## src/rtl/woa_pkg.sv

```systemverilog
package woa_pkg;
  localparam int STAT_DONE_BIT = 0;
  localparam int STAT_BUSY_BIT = 1;

  typedef struct packed {
    logic busy;
    logic done;
  } woa_status_t;
endpackage

```

## src/rtl/woa_wr_decode.sv

```systemverilog
module woa_wr_decode #(
  parameter int DATA_W = 32,
  parameter int OP_W   = 128
) (
  input  logic                                  clk,
  input  logic                                  rst,
  input  logic                                  we,
  input  logic [$clog2(2*(OP_W/DATA_W))-1:0]    widx,
  input  logic [DATA_W-1:0]                     wdata,
  output logic [OP_W-1:0]                       opa_q,
  output logic [OP_W-1:0]                       opb_q,
  output logic [OP_W-1:0]                       opb_next,
  output logic                                  launch
);
  localparam int WORDS  = OP_W / DATA_W;
  localparam int WIDX_W = $clog2(2 * WORDS);

  for (genvar g = 0; g < WORDS; g++) begin : g_word
    logic hit_a, hit_b;
    assign hit_a = we && (widx == WIDX_W'(g));
    assign hit_b = we && (widx == WIDX_W'(WORDS + g));

    always_ff @(posedge clk) begin
      if (rst) begin
        opa_q[g*DATA_W +: DATA_W] <= '0;
        opb_q[g*DATA_W +: DATA_W] <= '0;
      end else begin
        if (hit_a) opa_q[g*DATA_W +: DATA_W] <= wdata;
        if (hit_b) opb_q[g*DATA_W +: DATA_W] <= wdata;
      end
    end

    assign opb_next[g*DATA_W +: DATA_W] = hit_b ? wdata : opb_q[g*DATA_W +: DATA_W];
  end

  assign launch = we && (widx == WIDX_W'(2 * WORDS - 1));


  no_write_hold_chk: assert property (@(posedge clk) disable iff (rst)
    !we |=> $stable(opa_q) && $stable(opb_q));


  opa_load_chk: assert property (@(posedge clk) disable iff (rst)
    we && (widx == '0) |=> opa_q[DATA_W-1:0] == $past(wdata));
endmodule

```

## src/rtl/woa_compute.sv

```systemverilog
module woa_compute #(
  parameter int OP_W    = 128,
  parameter int LATENCY = 26
) (
  input  logic            clk,
  input  logic            rst,
  input  logic            launch,
  input  logic [OP_W-1:0] a_in,
  input  logic [OP_W-1:0] b_in,
  output logic [OP_W-1:0] result_q,
  output logic            busy,
  output logic            done
);
  localparam int CNT_W = (LATENCY > 1) ? $clog2(LATENCY) : 1;

  logic [CNT_W-1:0] cnt;
  logic [OP_W-1:0]  hold_a, hold_b;
  logic             finish;

  assign finish = busy && (cnt == '0) && !launch;

  always_ff @(posedge clk) begin
    if (rst) begin
      hold_a <= '0;
      hold_b <= '0;
      cnt    <= '0;
      busy   <= 1'b0;
      done   <= 1'b0;
    end else if (launch) begin
      hold_a <= a_in;
      hold_b <= b_in;
      cnt    <= CNT_W'(LATENCY - 1);
      busy   <= 1'b1;
      done   <= 1'b0;
    end else if (busy) begin
      if (cnt == '0) begin
        busy <= 1'b0;
        done <= 1'b1;
      end else begin
        cnt <= cnt - 1'b1;
      end
    end
  end

  always_ff @(posedge clk) begin
    if (rst)         result_q <= '0;
    else if (finish) result_q <= hold_a ^ hold_b;
  end


  launch_sets_busy_chk: assert property (@(posedge clk) disable iff (rst)
    launch |=> busy && !done);


  count_keeps_busy_chk: assert property (@(posedge clk) disable iff (rst)
    busy && (cnt != '0) |=> busy);


  done_after_count_chk: assert property (@(posedge clk) disable iff (rst)
    $rose(done) |-> $past(busy) && ($past(cnt) == '0));


  result_hold_chk: assert property (@(posedge clk) disable iff (rst)
    !(busy && (cnt == '0)) |=> $stable(result_q));


  done_sticky_chk: assert property (@(posedge clk) disable iff (rst)
    done && !launch |=> done);
endmodule

```

## src/rtl/woa_rd_mux.sv

```systemverilog
module woa_rd_mux #(
  parameter int DATA_W = 32,
  parameter int OP_W   = 128
) (
  input  logic                                  clk,
  input  logic                                  rst,
  input  logic                                  re,
  input  logic [$clog2(2*(OP_W/DATA_W))-1:0]    widx,
  input  logic [OP_W-1:0]                       result,
  input  woa_pkg::woa_status_t                  status,
  output logic [DATA_W-1:0]                     rdata
);
  localparam int WORDS  = OP_W / DATA_W;
  localparam int WIDX_W = $clog2(2 * WORDS);

  logic [DATA_W-1:0] word_sel [WORDS];
  logic [DATA_W-1:0] stat_word;
  logic [DATA_W-1:0] next_data;

  for (genvar g = 0; g < WORDS; g++) begin : g_res
    assign word_sel[g] = result[g*DATA_W +: DATA_W];
  end

  always_comb begin
    stat_word = '0;
    stat_word[woa_pkg::STAT_DONE_BIT] = status.done;
    stat_word[woa_pkg::STAT_BUSY_BIT] = status.busy;
  end

  always_comb begin
    next_data = '0;
    for (int k = 0; k < WORDS; k++) begin
      if (widx == WIDX_W'(k)) next_data = word_sel[k];
    end
    if (widx == WIDX_W'(WORDS)) next_data = stat_word;
  end

  always_ff @(posedge clk) begin
    if (rst)     rdata <= '0;
    else if (re) rdata <= next_data;
  end


  unmapped_zero_chk: assert property (@(posedge clk) disable iff (rst)
    re && (widx > WIDX_W'(WORDS)) |=> rdata == '0);


  rdata_hold_chk: assert property (@(posedge clk) disable iff (rst)
    !re |=> $stable(rdata));


  status_upper_zero_chk: assert property (@(posedge clk) disable iff (rst)
    re && (widx == WIDX_W'(WORDS)) |=> rdata[DATA_W-1:2] == '0);
endmodule

```

## src/rtl/wide_op_accel.sv

```systemverilog
module wide_op_accel #(
  parameter int DATA_W  = 32,
  parameter int OP_W    = 128,
  parameter int ADDR_W  = 5,
  parameter int LATENCY = 26
) (
  input  logic              clk,
  input  logic              rst,
  input  logic              bus_write,
  input  logic              bus_read,
  input  logic [ADDR_W-1:0] bus_addr,
  input  logic [DATA_W-1:0] bus_wdata,
  output logic [DATA_W-1:0] bus_rdata
);
  localparam int WORDS  = OP_W / DATA_W;
  localparam int WIDX_W = $clog2(2 * WORDS);
  localparam int LSB    = $clog2(DATA_W / 8);

  logic [WIDX_W-1:0]    widx;
  logic [OP_W-1:0]      opa_q, opb_q, opb_next, result_q;
  logic                 launch, busy, done;
  woa_pkg::woa_status_t status;

  assign widx = WIDX_W'(bus_addr >> LSB);
  assign status.busy = busy;
  assign status.done = done;

  woa_wr_decode #(.DATA_W(DATA_W), .OP_W(OP_W)) u_wr (
    .clk(clk), .rst(rst), .we(bus_write), .widx(widx), .wdata(bus_wdata),
    .opa_q(opa_q), .opb_q(opb_q), .opb_next(opb_next), .launch(launch)
  );

  woa_compute #(.OP_W(OP_W), .LATENCY(LATENCY)) u_cu (
    .clk(clk), .rst(rst), .launch(launch), .a_in(opa_q), .b_in(opb_next),
    .result_q(result_q), .busy(busy), .done(done)
  );

  woa_rd_mux #(.DATA_W(DATA_W), .OP_W(OP_W)) u_rd (
    .clk(clk), .rst(rst), .re(bus_read), .widx(widx), .result(result_q),
    .status(status), .rdata(bus_rdata)
  );


  reset_clear_chk: assert property (@(posedge clk)
    rst |=> (bus_rdata == '0) && !busy && !done && (result_q == '0));


  hidden_b_unused_chk: assert property (@(posedge clk) disable iff (rst)
    !launch && busy |=> busy || done);

  initial begin
    param_map_chk: assert (ADDR_W == LSB + WIDX_W);
  end
endmodule

```

## config.mk

```make
export PLATFORM = sky130hd
export DESIGN_NAME = wide_op_accel
export DESIGN_NICKNAME = d
export VERILOG_FILES = /design/src/rtl/woa_pkg.sv /design/src/rtl/woa_wr_decode.sv /design/src/rtl/woa_compute.sv /design/src/rtl/woa_rd_mux.sv /design/src/rtl/wide_op_accel.sv
export SDC_FILE = /design/constraint.sdc
export NUM_CORES = 1
export LEC_CHECK = 0
export BUFFER_PORTS_ARGS = -buffer_cell sky130_fd_sc_hd__buf_2
export CAP_MARGIN = 10
export CORE_MARGIN = 4
export CORE_UTILIZATION = 60
export CTS_CLUSTER_SIZE = 30
export DETAILED_ROUTE_END_ITERATION = 16
export GPL_ROUTABILITY_DRIVEN = 0
export PLACE_DENSITY = 0.77
export RECOVER_POWER = 100
export SLEW_MARGIN = 10
export SYNTH_ARGS = -nofsm -noshare
export SYNTH_HDL_FRONTEND = slang
export SYNTH_SLANG_ARGS = --single-unit
```

## constraint.sdc

```tcl
create_clock -name clk -period 3.3 [get_ports clk]
set_input_delay 0.33 -clock clk [delete_from_list [all_inputs] [get_ports clk]]
set_output_delay 0.33 -clock clk [all_outputs]
set_load 0.005 [all_outputs]
```

==> results of run 1 <==
[cells in the mapped netlist (all sizes together) (2+ instances only)]
cell / count / area share [%]
a211oi: 128 / 3.8
a21oi: 291 / 5.7
a31oi: 129 / 3.2
a41o: 128 / 5.0
and4: 2 / 0.069
and4bb: 2 / 0.098
buf: 158 / 3.4
clkbuf: 155 / 2.3
dfxtp: 647 / 51
inv: 3 / 0.044
mux2: 3 / 0.13
mux2i: 96 / 3.8
nand2: 608 / 8.9
nand2b: 2 / 0.049
nand4b: 3 / 0.16
nand4bb: 3 / 0.13
nor2: 323 / 4.8
nor2b: 32 / 0.78
nor3: 3 / 0.059
nor4b: 2 / 0.093
nor4bb: 2 / 0.078
o21ai: 31 / 0.61
o221ai: 32 / 1.1
or4b: 2 / 0.093
xnor2: 128 / 4.4
[layer usage]
metal | vias up | routed length (um)
met3 | 101 | 4100
met1 | 9704 | 28200
met5 | - | 13
met2 | 555 | 30000
met4 | 2 | 1590
li1 | 9828 | -
[final cells by class]
cell class                      instances  area (um2)  area share, %
Multi-Input combinational cell       1964       11100           40.4
Sequential cell                       647       13000           47.0
Tap cell                              539         674           2.45
Clock buffer                           96        1840           6.68
Antenna cell                            5        12.5         0.0454
Clock inverter                         13        92.6          0.336
Inverter                                4        20.0         0.0727
Timing Repair Buffer                  117         816           2.96
[how the worst max path moves through the flow]
stage	startpoint	endpoint	slack (ps)	cells past startpoint
after global placement	bus_addr[2]	u_cu.hold_b[56]	870	6
after detailed placement	bus_addr[2]	u_cu.hold_b[49]	810	6
after CTS	u_cu.cnt[1]	u_cu.result_q[111]	1180	6
after floorplan	u_cu.cnt[1]	u_cu.cnt[1]	1690	5
after global routing	bus_addr[3]	u_cu.hold_b[63]	540	5
final	bus_addr[3]	u_cu.hold_b[21]	620	5
[sequential cells by signal (all words and copies together) (netlist names)]
name           count
u_cu.result_q    128
u_cu.cnt           5
u_wr.opa_q       128
u_rd.rdata        32
u_cu.busy          1
u_cu.done          1
u_cu.hold_b      128
u_cu.hold_a      128
u_wr.opb_q        96
[through the flow]
step | utilization (%) | std cells | total power [W]
3_5_place_dp | 61.4 | 3271 | 0.00920
2_1_floorplan | - | 2928 | 0.00894
6_report | 65.6 | 3385 | 0.0158
3_3_place_gp | 61.4 | 3271 | 0.00917
5_1_grt | 65.6 | 3382 | 0.0163
4_1_cts | 66.0 | 3380 | 0.0159
[power groups by stage]
stage	logic [W]	clock network (W)	registers (W)
final	0.000955	0.00676	0.00808
after CTS	0.000961	0.00684	0.00807
after detailed placement	0.000956	0	0.00825
after floorplan	0.000720	0	0.00822
after global routing	0.00105	0.00717	0.00809
after global placement	0.000932	0	0.00824
[cell families (layout without fill, tap and decap cells)]
group	after synthesis	after routing	synth area share (%)
and+or+nand+nor	991	991	15.6
adders and majority gates	1	1	0.0490
other	0	5	0
buffers and inverters	317	230	5.73
DFF	647	647	50.8
muxes	99	99	3.90
AOI/OAI and AO/OA	745	745	19.6
xor gates and xnor gates	128	128	4.39
[worst max-delay path: cells and delay by family]
| family | cells | cell delay (ps) |
|---|---|---|
| compound gates | 1 | 300 |
| simple gates | 1 | 570 |
| mux | 1 | 250 |
| buf+inv | 2 | 1650 |
==> run_results.csv, run 1 <==
group,metric,value,unit
sta,setup_viol,0,
power,max-vdd-ir-drop,470,uV
drt,dr.pass1.iters,6,
grt,top_usage_layer,"met2",
finish,final_common_cell,"dfxtp_1",
sta,finalCriticalPeriod,2680,ps
synth,synth_nets,2970,
synth,synthArstFlopShare,0,%
critical_path,cp.required,3790,ps
floorplanning,io-pin-count,73,
drt,wl,63.9,mm
drt,drt_iter0_markers,1757,
grt,grt_pass1_wl,101,mm
critical_path,cp_slowest_cell,"clkbuf_2",
synth,synth-seq-cells,647,
grt,use_met2,43.8,%
grt,grt_use_met3,4.35,%
clock_network,postCtsSetupRepairBufs,0,
drt,final_antenna_net_count,0,
sta,setup_ws,620,ps
critical_path,startpoint_type,"input pin",
placement,portBuffers,70,
grt,grt_pass1_vias,18800,
floorplanning,coreArea,41900,um2
grt,antenna_found_initial,9,
drt,wl_per_cell,18.9,um
grt,grt_max_degree,149,
critical_path,end_kind,"register",
clock_network,numCtsBuffers,61,
sta,slew_headroom,-11.7,%
placement,dp_hpwl,36.0,mm
finish,fillers,3450,
floorplanning,rows,75,
flow_run,max_cap_violations,2,
critical_path,worstPathCellList,"clkbuf_2, and4bb_2, clkbuf_2, mux2i_1, a211oi_1",
power,powerDensity,574,nW/um2
grt,met1_usage,36.5,%
power,p_sw,0.00362,W
power,clkPwrFrac,42.8,%
synth,synth_edf_count,0,
clock_network,post_cts_resize_count,0,
sta,post-route-period-util,81.2,%
critical_path,reg2reg_setup_slack,1110,ps
finish,area_growth,7.91,%
finish,fin_nets,2837,
clock_network,clockBufferDepth,3,
grt,grt_usage,26.7,%
floorplanning,die_w,214,um
power,internal-power,0.0122,W
synth,syn-cell-area,25500,um2
clock_network,cts_htree_levels,2,
synth,ys_types,49,
sta,clock_skew,8.96,ps
clock_network,cts_tree,"done",
finish,layout-drive-gt1-share,6.62,%
drt,drc,0,
sta,hold_slack,26.5,ps
critical_path,regToRegEndpoint,"u_cu.result_q[111]",
clock_network,cts-hold-fix-buffers,0,
outcome,outcome,"complete, but fails checks",
sta,rsz0062_at_grt,"false",
clock_network,clock_sinks,647,
critical_path,r2r-start,"u_cu.cnt[1]",
critical_path,max_stage_delay,940,ps
sta,tightestPinTransition,1670,ps
synth,postSynthCellCount,2928,
power,combPwrFrac,6.1,%
hold_path,hold-path-cell-count,2,
clock_network,cts_root_buffer,"clkbuf_16",
synth,synth.yosys.seq_area_share,50.8,%
finish,final_area,27500,um2
drt,vias_per_cell,5.96,
critical_path,crit_fanout,51,
synth,ys.flop_type,"dfxtp_1",
hold_path,holdCritPathClass,"in2reg",
critical_path,worst_ep_arrival_time,3170,ps
power,power_frac_seq,51.2,%
finish,final_cell_mix,"dfxtp_1, nand2_1, nor2_1",
synth,ys_warn_count,0,
grt,grt_overflow,0,
outcome,violations,"max-capacitance violations, max-slew violations",
sta,maxSlewViolCount,145,
synth,avgSynthCellArea,8.71,um2
critical_path,crit_type,"in2reg",
critical_path,crit_path_frequent_cell,"clkbuf_2",
placement,pre_cts_ws,810,ps
hold_path,min_to,"u_rd.rdata[0]",
sta,fin_tns_setup,0,ps
critical_path,r2r.worst_path.cells,6,
clock_network,clock_latency,610,ps
sta,fmax,373,MHz
hold_path,min_from,"bus_read",
power,swShare,22.9,%
floorplanning,start_util,60.8,%
placement,dpl_cell_area,25800,um2
sta,final-hold-violation-count,0,
drt,via_count,20200,
clock_network,clk_pin_slew_worst_paths,60,ps
floorplanning,dieArea,45900,um2
floorplanning,die_h,214,um
power,power_leakage,9.82,nW
Note: power is estimated with default switching activity, not from simulation.
==> run 2, diff against run 1 <==
--- a/config.mk
+++ b/config.mk
@@ -8,11 +8,11 @@
 export BUFFER_PORTS_ARGS = -buffer_cell sky130_fd_sc_hd__buf_2
 export CAP_MARGIN = 10
 export CORE_MARGIN = 4
-export CORE_UTILIZATION = 60
+export CORE_UTILIZATION = 56
 export CTS_CLUSTER_SIZE = 30
 export DETAILED_ROUTE_END_ITERATION = 16
 export GPL_ROUTABILITY_DRIVEN = 0
-export PLACE_DENSITY = 0.77
+export PLACE_DENSITY = 0.76
 export RECOVER_POWER = 100
 export SLEW_MARGIN = 10
 export SYNTH_ARGS = -nofsm -noshare
==> constraint.sdc (replaced) <==
create_clock -name clk -period 2.2 [get_ports clk]
set_input_delay 0.22 -clock clk [delete_from_list [all_inputs] [get_ports clk]]
set_output_delay 0.22 -clock clk [all_outputs]
set_load 0.005 [all_outputs]
==> run_results.csv, run 2 (synthesis results as in run 1) <==
group,metric,value,unit
finish,final_common_cell,"dfxtp_1",
sta,post-route-period-util,91.4,%
clock_network,cts_root_buffer,"clkbuf_16",
floorplanning,coreArea,44600,um2
critical_path,cp.required,2690,ps
power,power_leakage,10.1,nW
grt,grt_usage,25.5,%
clock_network,clk_pin_slew_worst_paths,60,ps
drt,vias_per_cell,5.90,
grt,grt_pass1_wl,103,mm
placement,dpl_cell_area,26200,um2
finish,fin_cells,3491,
grt,grt_pass1_vias,19100,
placement,portBuffers,70,
critical_path,worst-path-buf-inv,3,
clock_network,numCtsBuffers,61,
sta,fin_tns_setup,0,ps
clock_network,clockBufferDepth,3,
placement,dp_hpwl,38.0,mm
finish,final_cell_mix,"dfxtp_1, nand2_1, nor2_1",
critical_path,end_kind,"register",
grt,grt_overflow,0,
critical_path,cp_slowest_cell,"buf_4",
finish,layout-drive-gt1-share,7.11,%
sta,maxSlewViolCount,0,
sta,setup_viol,0,
clock_network,cts_htree_levels,2,
floorplanning,dieArea,49000,um2
finish,fin_nets,2893,
finish,fin_util,63.2,%
critical_path,worstPathCellList,"dlygate4sd3_1, buf_8, buf_4, a41o_1, nor2_1",
clock_network,cts-hold-fix-buffers,34,
drt,wl_per_cell,18.7,um
floorplanning,die_h,221,um
sta,rsz0062_at_grt,"false",
critical_path,startpoint_type,"input pin",
clock_network,clock_sinks,647,
clock_network,post_cts_resize_count,0,
sta,final-hold-violation-count,0,
sta,slew_headroom,8.63,%
floorplanning,io-pin-count,73,
drt,drc,0,
drt,dr.pass1.iters,8,
drt,via_count,20600,
finish,final_area,28200,um2
grt,grt_max_degree,183,
critical_path,max_stage_delay,1020,ps
critical_path,crit_type,"in2reg",
critical_path,worst_ep_arrival_time,2500,ps
critical_path,crit_fanout,134,
placement,dp_cells,3346,
floorplanning,rows,77,
grt,antenna_found_initial,5,
sta,finalCriticalPeriod,2010,ps
outcome,outcome,"finished, final reports clean",
finish,area_growth,10.6,%
sta,clock_skew,18.6,ps
power,powerDensity,843,nW/um2
placement,pre_cts_ws,238,ps
floorplanning,die_w,221,um
floorplanning,start_util,57.2,%
critical_path,cpLargestDelayFamily,"buffers and inverters",
clock_network,postCtsSetupRepairBufs,0,
drt,drt_iter0_markers,2092,
sta,setup_ws,190,ps
drt,final_antenna_net_count,0,
sta,fmax,498,MHz
sta,tightestPinTransition,1370,ps
hold_path,holdCritPathClass,"in2reg",
drt,wl,65.2,mm
flow_run,max_cap_violations,0,
finish,fillers,3618,
clock_network,clock_latency,620,ps
power,max-vdd-ir-drop,646,uV
clock_network,cts_tree,"done",
run 2: cell count changes in the layout (fill, tap and decap cells not counted), sizes merged:
| cell | delta |
|---|---|
| clkinv | -3 |
| buf | +20 |
| dlygate4sd3 | +34 |
| clkbuf | +4 |
| diode | -2 |
run 2: power breakdown:
part | total, W | switching (W) | internal, W
Combinational | 0.00152 | 0.000969 | 0.000555
Sequential | 0.0121 | 0.000153 | 0.0120
Clock | 0.0101 | 0.00437 | 0.00578
run 2: final timing paths:
path	startpoint	endpoint	slack, ps	depth (start not counted)
setup reg to reg	u_cu.cnt[0]	u_cu.result_q[53]	190	7
setup / recovery	rst	u_cu.result_q[50]	190	5
hold reg to reg	u_wr.opa_q[111]	u_cu.hold_a[111]	440	2
hold / removal	bus_write	u_wr.opa_q[85]	290	5
run 2: through the flow:
stage	hold WS (ps)	power [W]
after CTS	273	0.0239
after floorplan	321	0.0134
after global routing	272	0.0246
after global placement	436	0.0138
after detailed placement	442	0.0139
final	289	0.0238
run 2: tightest hold or removal path, delay by kind of cell:
family                 cells  cell delay (ps)
AOI/OAI and AO/OA          1               50
buffers and inverters      2              320
and+or+nand+nor            2              270
run 2: layout make-up:
| cell class | count | area [um2] | area share [%] |
|---|---|---|---|
| clock inverter | 10 | 88.8 | 0.315 |
| tap | 592 | 741 | 2.63 |
| clock buffer | 98 | 1840 | 6.51 |
| multi-input combinational | 1964 | 11100 | 39.4 |
| timing repair buffer | 173 | 1440 | 5.09 |
| sequential | 647 | 13000 | 45.9 |
| inverter | 4 | 20.0 | 0.0710 |
| antenna | 3 | 7.51 | 0.0266 |
run 2: per-layer routing:
metal | vias to the layer above | GRT usage, % | part of all wire, %
li1 | 9933 | - | -
met1 | 9877 | 35.4 | 44
met2 | 631 | 41.1 | 46
met3 | 139 | 4.19 | 6.7
met4 | 0 | 8.02 | 2.8
met5 | - | 0 | 0
